`src/rtl/gmsk_pkg.sv`:
```
package gmsk_pkg;

    localparam int CODE_W = 8;
    localparam int PH_W   = 4;
    localparam int HIST_W = 3;
    localparam int MID    = 128;
    localparam int PEAK   = 112;

    typedef enum logic [1:0] {
        OSR_X9  = 2'b00,
        OSR_X12 = 2'b01,
        OSR_X16 = 2'b10,
        OSR_X9B = 2'b11
    } osr_sel_e;

    typedef struct packed {
        logic            halve;
        logic [PH_W-1:0] n;
        logic [PH_W-1:0] half;
    } osr_cfg_t;

    typedef struct packed {
        logic [HIST_W-1:0] hist;
        logic [PH_W-1:0]   phase;
    } sample_addr_t;

    function automatic osr_cfg_t decode_osr(logic [1:0] sel);
        osr_cfg_t c;
        case (osr_sel_e'(sel))
            OSR_X12: begin c.halve = 1'b1; c.n = 4'd6; c.half = 4'd3; end
            OSR_X16: begin c.halve = 1'b1; c.n = 4'd8; c.half = 4'd4; end
            default: begin c.halve = 1'b0; c.n = 4'd9; c.half = 4'd4; end
        endcase
        return c;
    endfunction

    function automatic logic [HIST_W-1:0] preset_hist(logic level);
        return level ? 3'b101 : 3'b010;
    endfunction

    // Decaying tail of a neighbouring bit's pulse, one table per rate.
    function automatic logic [7:0] tail_coef(logic [PH_W-1:0] n, logic [PH_W-1:0] idx);
        logic [7:0] v;
        v = 8'd0;
        case (n)
            4'd6: case (idx)
                4'd0: v = 8'd24;
                4'd1: v = 8'd12;
                4'd2: v = 8'd5;
                4'd3: v = 8'd2;
                default: v = 8'd0;
            endcase
            4'd8: case (idx)
                4'd0: v = 8'd26;
                4'd1: v = 8'd17;
                4'd2: v = 8'd10;
                4'd3: v = 8'd5;
                4'd4: v = 8'd2;
                4'd5: v = 8'd1;
                default: v = 8'd0;
            endcase
            default: case (idx)
                4'd0: v = 8'd27;
                4'd1: v = 8'd19;
                4'd2: v = 8'd12;
                4'd3: v = 8'd7;
                4'd4: v = 8'd4;
                4'd5: v = 8'd2;
                4'd6: v = 8'd1;
                default: v = 8'd0;
            endcase
        endcase
        return v;
    endfunction

    // Superpose the centre pulse and the two neighbour tails.
    function automatic logic [CODE_W-1:0] shape_code(sample_addr_t a, logic [PH_W-1:0] n);
        int t_old;
        int t_new;
        int ctr;
        int acc;
        t_old = int'(tail_coef(n, a.phase));
        t_new = int'(tail_coef(n, n - 4'd1 - a.phase));
        ctr   = PEAK - t_old - t_new;
        acc   = MID;
        acc   = a.hist[1] ? acc + ctr   : acc - ctr;
        acc   = a.hist[2] ? acc + t_old : acc - t_old;
        acc   = a.hist[0] ? acc + t_new : acc - t_new;
        return acc[CODE_W-1:0];
    endfunction

endpackage

```
`src/rtl/gmsk_tick_gen.sv`:
```
module gmsk_tick_gen
    import gmsk_pkg::*;
(
    input  logic clk,
    input  logic rst,
    input  logic run,
    input  logic halve,
    output logic tick
);
    logic div_q;

    always_ff @(posedge clk) begin
        if (rst || !run) div_q <= 1'b0;
        else             div_q <= ~div_q;
    end

    assign tick = run & (halve ? div_q : 1'b1);
endmodule

```
`src/rtl/gmsk_phase_track.sv`:
```
module gmsk_phase_track
    import gmsk_pkg::*;
(
    input  logic         clk,
    input  logic         rst,
    input  logic         pwr_dn,
    input  logic         tx_bit,
    input  logic         tick,
    input  osr_cfg_t     cfg,
    output logic         run,
    output sample_addr_t addr
);
    logic              prev_q;
    logic              run_q;
    logic [PH_W-1:0]   cnt_q;
    logic [HIST_W-1:0] hist_q;
    logic [HIST_W-1:0] hist_nxt;
    logic              data_edge;

    assign data_edge = tx_bit ^ prev_q;
    assign hist_nxt  = (cnt_q == cfg.half) ? {hist_q[HIST_W-2:0], tx_bit} : hist_q;

    always_ff @(posedge clk) begin
        if (rst) begin
            prev_q <= 1'b0;
            run_q  <= 1'b0;
            cnt_q  <= '0;
            hist_q <= preset_hist(1'b0);
        end else begin
            prev_q <= tx_bit;
            if (pwr_dn) begin
                run_q  <= 1'b0;
                cnt_q  <= '0;
                hist_q <= preset_hist(tx_bit);
            end else if (!run_q) begin
                if (data_edge) begin
                    run_q <= 1'b1;
                    cnt_q <= '0;
                end
            end else if (tick) begin
                cnt_q  <= (cnt_q == cfg.n - 4'd1) ? '0 : cnt_q + 4'd1;
                hist_q <= hist_nxt;
            end
        end
    end

    assign run        = run_q;
    assign addr.hist  = hist_nxt;
    assign addr.phase = (cnt_q >= cfg.half) ? cnt_q - cfg.half
                                            : cnt_q + (cfg.n - cfg.half);
endmodule

```
`src/rtl/gmsk_code_reg.sv`:
```
module gmsk_code_reg
    import gmsk_pkg::*;
(
    input  logic              clk,
    input  logic              rst,
    input  logic              pwr_dn,
    input  logic              tx_bit,
    input  logic              tick,
    input  osr_cfg_t          cfg,
    input  sample_addr_t      addr,
    output logic [CODE_W-1:0] code,
    output logic              valid
);
    sample_addr_t idle_addr;
    sample_addr_t rst_addr;

    assign idle_addr.hist  = preset_hist(tx_bit);
    assign idle_addr.phase = '0;
    assign rst_addr.hist   = preset_hist(1'b0);
    assign rst_addr.phase  = '0;

    always_ff @(posedge clk) begin
        if (rst) begin
            code  <= shape_code(rst_addr, cfg.n);
            valid <= 1'b0;
        end else if (pwr_dn) begin
            code  <= shape_code(idle_addr, cfg.n);
            valid <= 1'b0;
        end else begin
            valid <= tick;
            if (tick) code <= shape_code(addr, cfg.n);
        end
    end
endmodule

```
`src/rtl/gmsk_shaper.sv`:
```
module gmsk_shaper
    import gmsk_pkg::*;
(
    input  logic              clk,
    input  logic              rst,
    input  logic [1:0]        osr_sel,
    input  logic              tx_bit,
    input  logic              pwr_dn,
    output logic [CODE_W-1:0] dac_code,
    output logic              dac_valid
);
    osr_cfg_t     cfg;
    sample_addr_t addr;
    logic         run;
    logic         tick;

    assign cfg = decode_osr(osr_sel);

    gmsk_tick_gen u_tick (
        .clk   (clk),
        .rst   (rst),
        .run   (run),
        .halve (cfg.halve),
        .tick  (tick)
    );

    gmsk_phase_track u_phase (
        .clk    (clk),
        .rst    (rst),
        .pwr_dn (pwr_dn),
        .tx_bit (tx_bit),
        .tick   (tick),
        .cfg    (cfg),
        .run    (run),
        .addr   (addr)
    );

    gmsk_code_reg u_code (
        .clk    (clk),
        .rst    (rst),
        .pwr_dn (pwr_dn),
        .tx_bit (tx_bit),
        .tick   (tick),
        .cfg    (cfg),
        .addr   (addr),
        .code   (dac_code),
        .valid  (dac_valid)
    );
endmodule

```
`config.mk`:
```
export PLATFORM = sky130hd
export DESIGN_NAME = gmsk_shaper
export DESIGN_NICKNAME = d
export VERILOG_FILES = /design/src/rtl/gmsk_pkg.sv /design/src/rtl/gmsk_tick_gen.sv /design/src/rtl/gmsk_phase_track.sv /design/src/rtl/gmsk_code_reg.sv /design/src/rtl/gmsk_shaper.sv
export SDC_FILE = /design/constraint.sdc
export NUM_CORES = 1
export LEC_CHECK = 0
export BUFFER_PORTS_ARGS = -buffer_cell sky130_fd_sc_hd__buf_2
export CORE_MARGIN = 2
export CORE_UTILIZATION = 50
export CTS_BUF_LIST = sky130_fd_sc_hd__clkbuf_8 sky130_fd_sc_hd__clkbuf_16
export DETAILED_ROUTE_END_ITERATION = 7
export PLACE_DENSITY = 0.69
export SYNTH_ARGS = -nofsm -noshare
export SYNTH_HDL_FRONTEND = slang
export SYNTH_SLANG_ARGS = --single-unit
```
`constraint.sdc`:
```
create_clock -name clk -period 8.1 [get_ports clk]
set_clock_uncertainty 0.15 [all_clocks]
set_input_delay 0.81 -clock clk [delete_from_list [all_inputs] [get_ports clk]]
set_output_delay 0.81 -clock clk [all_outputs]
set_load 0.03 [all_outputs]
```
==> metrics.md, run 1 <==
| Metric | Value |
|---|---|
| Outcome | `complete, no violations` |
| Vias/cell | `5.43` |
| Top layer in use | `met4` |
| Most common cell after layout, fill and taps aside | `ha_1` |
| Post-synth ARST share | `0%` |
| Final period utilization | `around 96%` |
| Core Region | `approximately 7000 um^2` |
| Worst EP required | `around 7.9 ns` |
| Slowest stage cell, crit path | `fa_2` |
| Slew @ Worst Pin | `between 0.8 and 0.9 ns` |
| Max-slew violations | `0` |
| WL final | `roughly 8500 um` |
| Starting Density | `between 50% and 60%` |
| CP Class | `in -> reg` |
| Initial antenna violation count | `0` |
| CTS sink cnt | `19` |
| Clk pwr share | `3.0%` |
| Flop pwr share | `approximately 7.0%` |
| Nets | `around 600` |
| Die width | `~90 um` |
| R2r worst-path depth | `33` |
| Detail Route Antenna Nets | `0` |
| Gr usage total | `a little over a fifth` |
| R2R Setup Slk | `just under 0.7 ns` |
| CP max FO | `4` |
| DP HPWL | `6870 um` |
| CTS Buf Count | `3` |
| Post-synth EDFFs | `8` |
| #FFs+latches synth | `19` |
| Max VDD drop | `between 0.0006 and 0.0007 V` |
| WHS Endpoint | `u_phase.hist_q[0]$_SDFFE_PP0P_` |
| Initial drt markers | `approximately 170` |
| N_diodes | `0` |
| Post-synth top area share | `about a fifth` |
| Cells after synthesis | `471` |
| Largest net degree at the start of global routing | `33` |
| Met2 WL | `a little over 4000 um` |
| Die area | `slightly above 8000 um^2` |
| # DRC | `0` |
| Most frequent cells in the layout | `ha_1, nor2_1, a21oi_1` |
| Max-Cap Viols | `0` |
| Hold wc startpoint | `u_phase.hist_q[0]$_SDFFE_PP0P_` |
| DRT Pass-1 Iters | `4` |
| Worst reg2reg endpoint | `u_code.code[7]$_DFFE_PP_` |
| CTS tree | `built` |
| Post-route cell area | `between 4000 and 5000 um^2` |
| Buf+Inv Stages, Crit Path | `4` |
| DRT met1 WL | `4080 um` |
| Sw Ratio | `~48%` |
| Avg Synthesized Cell Area | `around 7.8 um^2` |
| CP max stage delay | `~0.45 ns` |
| CTS hold repair buffers | `0` |
| Area delta synth->final | `16.3%` |
| CTS root buf | `clkbuf_8` |
| # rows | `31` |
| Leakage | `1.96 nW` |
| Top_reg_cell synth | `dfxtp_1` |
| Pwr dens | `479 nW/um^2` |
| Max-slew headroom | `41.0%` |
| I/O pin count | `15` |
| Critical path origin | `osr_sel[1]` |
| Startpoint Class | `input pin` |
| WP data arrival | `7.60 ns` |
| Cell taking the most area after synthesis | `ha_1` |
| Hold Path Depth | `2` |
| Synthesized area | `~3700 um^2` |
| Reg-to-reg startpoint | `u_phase.cnt_q[0]$_SDFFE_PP0P_` |
| Min Hold Slack | `0.382 ns` |
| Largest cells by area after synthesis | `ha_1, xnor2_1, edfxtp_1` |
| Vias in the first global route | `3198` |
| Family with the most delay on the worst path | `adder cells` |
| Share of cells above drive strength 1 | `a little under a fifth` |
| Vias | `about 3.3k` |
| PortBufs | `14` |
| Int Power | `approximately 1.1 mW` |
| Max Clk Rate | `129 MHz` |
| Final-report setup violation count | `0` |
| First-pass GRT wire length | `14500 um` |
| Routed met3 length | `221 um` |
| Grt ovf | `0` |
| Clock transition at path regs | `approximately 0.07 ns` |
| Placer Congestion | `0.863` |
| Post-synth cell types | `62` |
| Chip height | `around 90 um` |
| DR WL/cell | `13.9 um` |
| H-tree depth | `1` |
| Hold Path Class | `reg -> reg` |
| Cell Area, Placed | `between 4000 and 5000 um^2` |
| Hold Vio Cnt, Final | `0` |
| Clock Latency Late Sink | `approximately 0.25 ns` |
| Post-synthesis sequential area ratio | `12.5%` |
| Minimum clock period | `7.76 ns` |
| Clk buf depth | `2` |
| YS warnings | `0` |
| CP endpoint kind | `flip-flop` |
| Post-layout util | `between 50% and 60%` |
| Power consumption | `between 2 and 2.5 mW` |
| Comb pwr share | `around 90%` |
| Switching pwr | `978 uW` |
==> stage by stage <==
stage / cells / setup slack [ns] / TNS (ns)
after floorplan: 478 / 0.0106 / 0
after global placement: 601 / 0.0215 / 0
after detailed placement: 601 / -0.194 / -0.194
after CTS: 605 / 0.0586 / 0
after global routing: 611 / -0.0350 / -0.0350
final: 611 / 0.340 / 0
==> state kept, by name, summed over array words and instances (netlist names), named ones only <==
| name | flops |
|---|---|
| u_tick.div_q | 1 |
| u_code.valid | 1 |
| u_phase.cnt_q | 4 |
| u_phase.run | 1 |
| u_phase.prev_q | 1 |
| u_phase.hist_q | 3 |
| u_code.code | 7 |
==> cells by family after synthesis <==
logic type               after synthesis  synth area share [%]
AND/OR/NAND/NOR                      135                  16.7
AO/OA/AOI/OAI                        120                  21.7
adder cells (fa/ha/maj)               68                  24.7
buffers and inverters                 64                  7.19
XOR/XNOR                              52                  13.7
flip-flops                            19                  12.5
multiplexers                          11                  3.42
other                                  2                 0.204
==> metal layers <==
layer	track usage, %	vias up
met1	29.3	1557
met2	37.4	41
met3	1.51	8
met5	0	-
met4	2.95	0
li1	-	1712
==> power groups by stage <==
stage / Sequential (mW) / Clock, mW / Combinational, mW
2_1_floorplan: 0.186 / 0 / 1.25
3_3_place_gp: 0.145 / 0 / 1.70
3_5_place_dp: 0.145 / 0 / 1.73
4_1_cts: 0.143 / 0.0621 / 1.75
5_1_grt: 0.146 / 0.0674 / 2.07
6_report: 0.143 / 0.0621 / 1.85
==> Yosys cell counts (3+ instances only) <==
cell type and number:
dfxtp_1 11, a21o_1 13, buf_6 3, fa_1 8, o21ai_0 20, mux2i_1 7, nand2b_1 5, clkbuf_1 11
inv_1 41, a211oi_1 8, o22ai_1 3, mux2_2 3, nand3_1 13, o21bai_1 5, nor2_1 48, xnor2_1 34
nor2b_1 7, nor3_1 15, ha_1 60, edfxtp_1 8, xor2_1 13, inv_2 3, a21oi_1 41, o21a_1 3
nand2_1 35
==> repair_timing <==
action / CTS / global route
setup endpoints to repair: 0 / 3
buffers inserted: 0 / 6
gates resized for setup: 0 / 33
endpoints found under the hold margin: 0 / 0
==> layout make-up <==
type | instances | area, um^2
tap | 99 | 124
fill | 666 | 2920
clock buffer | 3 | 41.3
inverter | 46 | 175
clock inverter | 1 | 3.75
multi-input combinational | 395 | 3160
sequential | 19 | 460
timing repair buffer | 48 | 325
==> worst max-delay path by stage <==
stage | end | slack, ns | depth (start not counted)
6_report | u_code.code[7]$_DFFE_PP_ | 0.34 | 36
3_5_place_dp | u_code.code[7]$_DFFE_PP_ | -0.19 | 36
5_1_grt | u_code.code[7]$_DFFE_PP_ | -0.04 | 38
3_3_place_gp | u_code.code[7]$_DFFE_PP_ | 0.02 | 37
2_1_floorplan | u_code.code[7]$_DFFE_PP_ | 0.01 | 39
4_1_cts | u_code.code[7]$_DFFE_PP_ | 0.06 | 37
==> worst min-delay path, delay by kind of cell (launching register included) <==
kind / cells / cell delay (ns)
DFF: 1 / 0.35
muxes: 1 / 0.08
and+or+nand+nor: 1 / 0.07
Note: power is estimated with default switching activity, not from simulation.
==> run 2, diff against run 1 <==
--- a/config.mk
+++ b/config.mk
@@ -6,6 +6,7 @@
 export NUM_CORES = 1
 export LEC_CHECK = 0
 export BUFFER_PORTS_ARGS = -buffer_cell sky130_fd_sc_hd__buf_2
+export CORE_ASPECT_RATIO = 1.4
 export CORE_MARGIN = 2
 export CORE_UTILIZATION = 50
 export CTS_BUF_LIST = sky130_fd_sc_hd__clkbuf_8 sky130_fd_sc_hd__clkbuf_16
==> constraint.sdc (replaced) <==
create_clock -name clk -period 6.5 [get_ports clk]
set_clock_uncertainty 0.15 [all_clocks]
set_input_delay 0.65 -clock clk [delete_from_list [all_inputs] [get_ports clk]]
set_output_delay 0.65 -clock clk [all_outputs]
set_load 0.03 [all_outputs]
==> run 2 against run 1 <==
The flow now finishes with violations (negative setup slack); largest cell class unchanged; largest power group unchanged; critical path type unchanged; power rose by 55%; combinational power rose by 58%; sequential share of layout area fell by 1.6 points; core utilization rose by 9.9 points.
==> metrics.md, run 2 (synthesis results as in run 1) <==
| Metric | Value |
|---|---|
| Non-Filler Instances | `about 700` |
| Startpoint Class | `input pin` |
| Area delta synth->final | `36.6%` |
| Top layer in use | `met4` |
| Clock transition at path regs | `0.08 ns` |
| Largest net degree at the start of global routing | `33` |
| # rows | `37` |
| Detail Route Antenna Nets | `0` |
| Clk buf depth | `2` |
| Gr usage total | `24.7%` |
| PortBufs | `14` |
| Max-Cap Viols | `0` |
| DR WL/cell | `roughly 14 um` |
| Starting Density | `50.8%` |
| Initial drt markers | `~120` |
| CTS root buf | `clkbuf_8` |
| CP max stage delay | `0.44 ns` |
| CP Class | `in -> reg` |
| RSZ-0062 raised after global routing | `yes` |
| WL final | `a little under 10000 um` |
| Placed Cells | `about 650` |
| # DRC | `0` |
| Hold Path Class | `reg -> reg` |
| Leakage | `2.42 nW` |
| Most frequent cells in the layout | `buf_4, ha_1, nor2_1` |
| CTS hold repair buffers | `0` |
| Vias/cell | `between 5 and 6` |
| Outcome | `finished, violations left` |
| Final-report setup violation count | `5` |
| CTS tree | `built` |
| Die width | `about 77 um` |
| Post-layout util | `69.4%` |
| Max VDD drop | `approximately 0.00051 V` |
| Most common cell after layout, fill and taps aside | `buf_4` |
| CP endpoint kind | `flip-flop` |
| Hold Vio Cnt, Final | `0` |
| First-pass GRT wire length | `16400 um` |
| Grt ovf | `0` |
| Top flop regs | `u_code.code: 7 flops, u_phase.cnt_q: 4 flops, u_phase.hist_q: 3 flops` |
| Max Clk Rate | `135 MHz` |
| Core Region | `7270 um^2` |
| Die area | `about 8100 um^2` |
| DRT Pass-1 Iters | `6` |
| Failing checks | `negative setup slack` |
| Fillers | `around 570` |
| H-tree depth | `1` |
| Max FFs per register | `7` |
| Initial antenna violation count | `0` |
| WP data arrival | `slightly above 7 ns` |
| Share of cells above drive strength 1 | `roughly 33%` |
| Placer Congestion | `roughly 0.86` |
| Slowest stage cell, crit path | `fa_2` |
| Crit-path most repeated cell | `ha_4` |
| Nets | `about 670` |
| Chip height | `106 um` |
| Fin worst setup slack | `-0.907 ns` |
| CTS sink cnt | `19` |
| Vias in the first global route | `roughly 3.6k` |
| CTS Buf Count | `3` |
| I/O pin count | `15` |
| DP HPWL | `7610 um` |
| Pwr dens | `~630 nW/um^2` |
| Routed met3 length | `around 160 um` |
| Worst EP required | `6.35 ns` |
| Final period utilization | `114%` |
| Minimum clock period | `~7.4 ns` |
| Vias | `3690` |
| DRT met1 WL | `4070 um` |
| Clock Latency Late Sink | `between 0.2 and 0.3 ns` |
| CP max FO | `5` |
| Max-slew violations | `0` |
| Met2 WL | `about 5300 um` |
| N_diodes | `0` |
| Biggest register | `u_code.code` |
## run 2: changes by cell type in the layout (fill, tap and decap cells not counted), moves of 3 or more
cell     previous run  this run
ha_1               53        50
a21oi_1            41        37
a21oi_2             1         5
buf_4              34       112
xnor2_1            33        26
xnor2_2             3         9
buf_6               0         3
## run 2: per-stage QoR
step | total power [mW] | setup TNS (ns) | hold slack (ns) | instance area [um^2] | setup slack (ns)
2_1_floorplan | 1.83 | -2.59 | 0.336 | 3900 | -0.945
3_3_place_gp | 2.50 | -4.63 | 0.365 | 4570 | -1.14
3_5_place_dp | 2.55 | -5.26 | 0.386 | 4570 | -1.29
4_1_cts | 3.04 | -3.08 | 0.406 | 4910 | -0.842
5_1_grt | 3.48 | -4.63 | 0.432 | 5040 | -1.22
6_report | 3.19 | -2.94 | 0.402 | 5040 | -0.907
## run 2: timing repair
item,CTS,global route
resized for setup,17,25
hold endpoints to repair,0,0
cloned,0,0
buffers inserted,31,8
pin swaps,13,24
endpoints found under the setup margin,6,7
## run 2: metal layers
metal / vias to the layer above / GRT usage (%)
met5: - / 0
met4: 0 / 8.70
met3: 23 / 1.03
met2: 58 / 48.5
met1: 1736 / 27.9
li1: 1873 / -
## run 2: final timing paths
kind / from / endpoint / slack [ns] / depth (start not counted)
max: osr_sel[1] / u_code.code[7]$_DFFE_PP_ / -0.91 / 37
min: u_phase.hist_q[0]$_SDFFE_PP0P_ / u_phase.hist_q[0]$_SDFFE_PP0P_ / 0.40 / 2
max reg2reg: u_phase.cnt_q[0]$_SDFFE_PP0P_ / u_code.code[7]$_DFFE_PP_ / -0.65 / 34
min reg2reg: u_phase.hist_q[0]$_SDFFE_PP0P_ / u_phase.hist_q[0]$_SDFFE_PP0P_ / 0.40 / 2
## run 2: layout make-up
cell class              instances  area [um^2]  area share [%]
repair buffers                128          955            18.9
flip-flops and latches         19          460            9.13
clock inverters                 1         5.00          0.0993
multi-input cells             395         3270            64.9
clock buffers                   3         41.3           0.819
inverters                      46          189            3.75
well taps                      97          121            2.41
## run 2: power breakdown
| group | leakage [nW] | switching [mW] | internal [mW] |
|---|---|---|---|
| Combinational | 2.22 | 1.30 | 1.63 |
| Sequential | 0.170 | 0.00853 | 0.168 |
| Clock | 0.0255 | 0.0428 | 0.0427 |
## run 2: critical path, delay by kind of cell
family	cells	cell delay, ns
adder cells (fa/ha/maj)	9	2.41
AND/OR/NAND/NOR	9	1.28
AO/OA/AOI/OAI	7	1.22
XOR/XNOR	6	0.98
buffers and inverters	5	0.37
multiplexers	1	0.31
==> run 3, diff against run 2 <==
--- a/config.mk
+++ b/config.mk
@@ -11,7 +11,7 @@
 export CORE_UTILIZATION = 50
 export CTS_BUF_LIST = sky130_fd_sc_hd__clkbuf_8 sky130_fd_sc_hd__clkbuf_16
 export DETAILED_ROUTE_END_ITERATION = 7
-export PLACE_DENSITY = 0.69
+export PLACE_DENSITY = 0.79
 export SYNTH_ARGS = -nofsm -noshare
 export SYNTH_HDL_FRONTEND = slang
 export SYNTH_SLANG_ARGS = --single-unit
==> run 3 against run 2 <==
The run still ends with negative setup slack left; wire length up 19%; global-route usage up 1.5 points; first-iteration DRC count rose to 3.2 times the previous value; via count grew 8.5%; clock-buffer cell count unchanged; sequential power is essentially flat; combinational power increased by 8.2%; die area did not move; sequential share of layout area barely moved; power is 7.4% higher; highest routed layer unchanged.
==> metrics.md, run 3 (synthesis results as in run 1) <==
| Metric | Value |
|---|---|
| CTS hold repair buffers | `0` |
| Clock Latency Late Sink | `between 0.2 and 0.3 ns` |
| CTS root buf | `clkbuf_8` |
| Min Hold Slack | `about 0.44 ns` |
| Most frequent cells in the layout | `buf_4, ha_1, nor2_1` |
| Share of cells above drive strength 1 | `32.6%` |
| # rows | `37` |
| Outcome | `finished, violations left` |
| WL final | `between 10000 and 15000 um` |
| Nets | `660` |
| N_diodes | `0` |
| # DRC | `0` |
| First-pass GRT wire length | `17500 um` |
| Crit-path most repeated cell | `ha_4` |
| Vias | `around 4k` |
| I/O pin count | `15` |
| Placer Congestion | `roughly 0.91` |
| Biggest register | `u_code.code` |
| Place WS | `-1.30 ns` |
| Grt ovf | `0` |
| Initial antenna violation count | `0` |
| CP endpoint kind | `flip-flop` |
| Clk buf depth | `2` |
| H-tree depth | `1` |
| Core Region | `7270 um^2` |
| Post-route cell area | `5070 um^2` |
| Area delta synth->final | `37.4%` |
| Starting Density | `just over 50%` |
| Fin worst setup slack | `-1.02 ns` |
| DR WL/cell | `between 15 and 20 um` |
| Failing checks | `negative setup slack` |
| Cell Area, Placed | `between 4000 and 5000 um^2` |
| Top flop regs | `u_code.code: 7 flops, u_phase.cnt_q: 4 flops, u_phase.hist_q: 3 flops` |
| Family with the most delay on the worst path | `adder cells` |
| WP data arrival | `between 7 and 8 ns` |
| Hold Vio Cnt, Final | `0` |
| Max-Cap Viols | `0` |
| Max Clk Rate | `around 130 MHz` |
| Buf+Inv Stages, Crit Path | `8` |
| Final period utilization | `116%` |
| Max-slew violations | `0` |
| Startpoint Class | `input pin` |
| Gr usage total | `between 20% and 30%` |
| Post-layout util | `between 60 and 70%` |
| Vias in the first global route | `between 3k and 4k` |
| Slowest stage cell, crit path | `fa_2` |
| Largest net degree at the start of global routing | `33` |
| CTS Buf Count | `3` |
| Leakage | `about 2.4 nW` |
| Hold Path Class | `reg -> reg` |
| CTS sink cnt | `19` |
| Max VDD drop | `0.000659 V` |
| Clock transition at path regs | `about 0.080 ns` |
| Most common cell after layout, fill and taps aside | `buf_4` |
| Die area | `roughly 8100 um^2` |
| Chip height | `between 100 and 150 um` |
| PortBufs | `14` |
| Die width | `76.6 um` |
| Final-report setup violation count | `6` |
| DP HPWL | `just under 8000 um` |
| Setup TNS | `-3.63 ns` |
| Max FFs per register | `7` |
| CTS tree | `built` |
| Pwr dens | `around 680 nW/um^2` |
| Initial drt markers | `between 300 and 400` |
| Fillers | `roughly 500` |
| Max-slew headroom | `between 60% and 70%` |
| Worst EP required | `6.43 ns` |
| Detail Route Antenna Nets | `0` |
| CP max stage delay | `around 0.46 ns` |
| Slew @ Worst Pin | `0.533 ns` |
| DRT Pass-1 Iters | `5` |
| Vias/cell | `5.87` |
| Minimum clock period | `~7.5 ns` |
| RSZ-0062 raised after global routing | `yes` |
| CP max FO | `5` |
| CP Class | `in -> reg` |
run 3: repair_timing:
action | 4_1_cts | 5_1_grt
pin swaps | 18 | 14
endpoints found under the setup margin | 6 | 6
setup buffers | 25 | 6
gates resized for setup | 20 | 25
run 3: path summary, 6_finish.rpt:
| path | to | slack (ns) | start | depth (start not counted) |
|---|---|---|---|---|
| max reg2reg | u_code.code[7]$_DFFE_PP_ | -0.77 | u_phase.cnt_q[0]$_SDFFE_PP0P_ | 33 |
| max | u_code.code[7]$_DFFE_PP_ | -1.02 | osr_sel[1] | 36 |
| min reg2reg | u_phase.hist_q[0]$_SDFFE_PP0P_ | 0.44 | u_phase.hist_q[0]$_SDFFE_PP0P_ | 2 |
| min | u_phase.hist_q[0]$_SDFFE_PP0P_ | 0.44 | u_phase.hist_q[0]$_SDFFE_PP0P_ | 2 |
run 3: cell type report:
cell class | instances | area [um^2] | area share [%]
Inverter | 46 | 189 | 3.73
Clock buffer | 3 | 41.3 | 0.815
Sequential cell | 19 | 460 | 9.08
Timing Repair Buffer | 121 | 898 | 17.7
Multi-Input combinational cell | 395 | 3350 | 66.2
Tap cell | 97 | 121 | 2.39
Clock inverter | 1 | 5.00 | 0.0987
run 3: worst min-delay path: stages (launching register included):
cell and delay, ns:
dfxtp_1 0.36, mux2i_1 0.10, nor2_1 0.09
run 3: per-layer routing:
layer  vias to the layer above  share of wire, %  track usage [%]
met4                         0               6.6             13.5
met2                       213                52             49.9
met5                         -                 0                0
met1                      1863                36             29.1
met3                        70               5.7             1.28
li1                       1859                 -                -
run 3: power breakdown:
part	switching (mW)	internal, mW
Combinational	1.49	1.68
Sequential	0.00937	0.168
Clock	0.0408	0.0426
Total	1.54	1.89
run 3: stage by stage:
stage,cells,power (mW)
2_1_floorplan,478,1.83
3_3_place_gp,648,2.49
3_5_place_dp,648,2.59
4_1_cts,677,2.98
5_1_grt,682,3.68
6_report,682,3.43
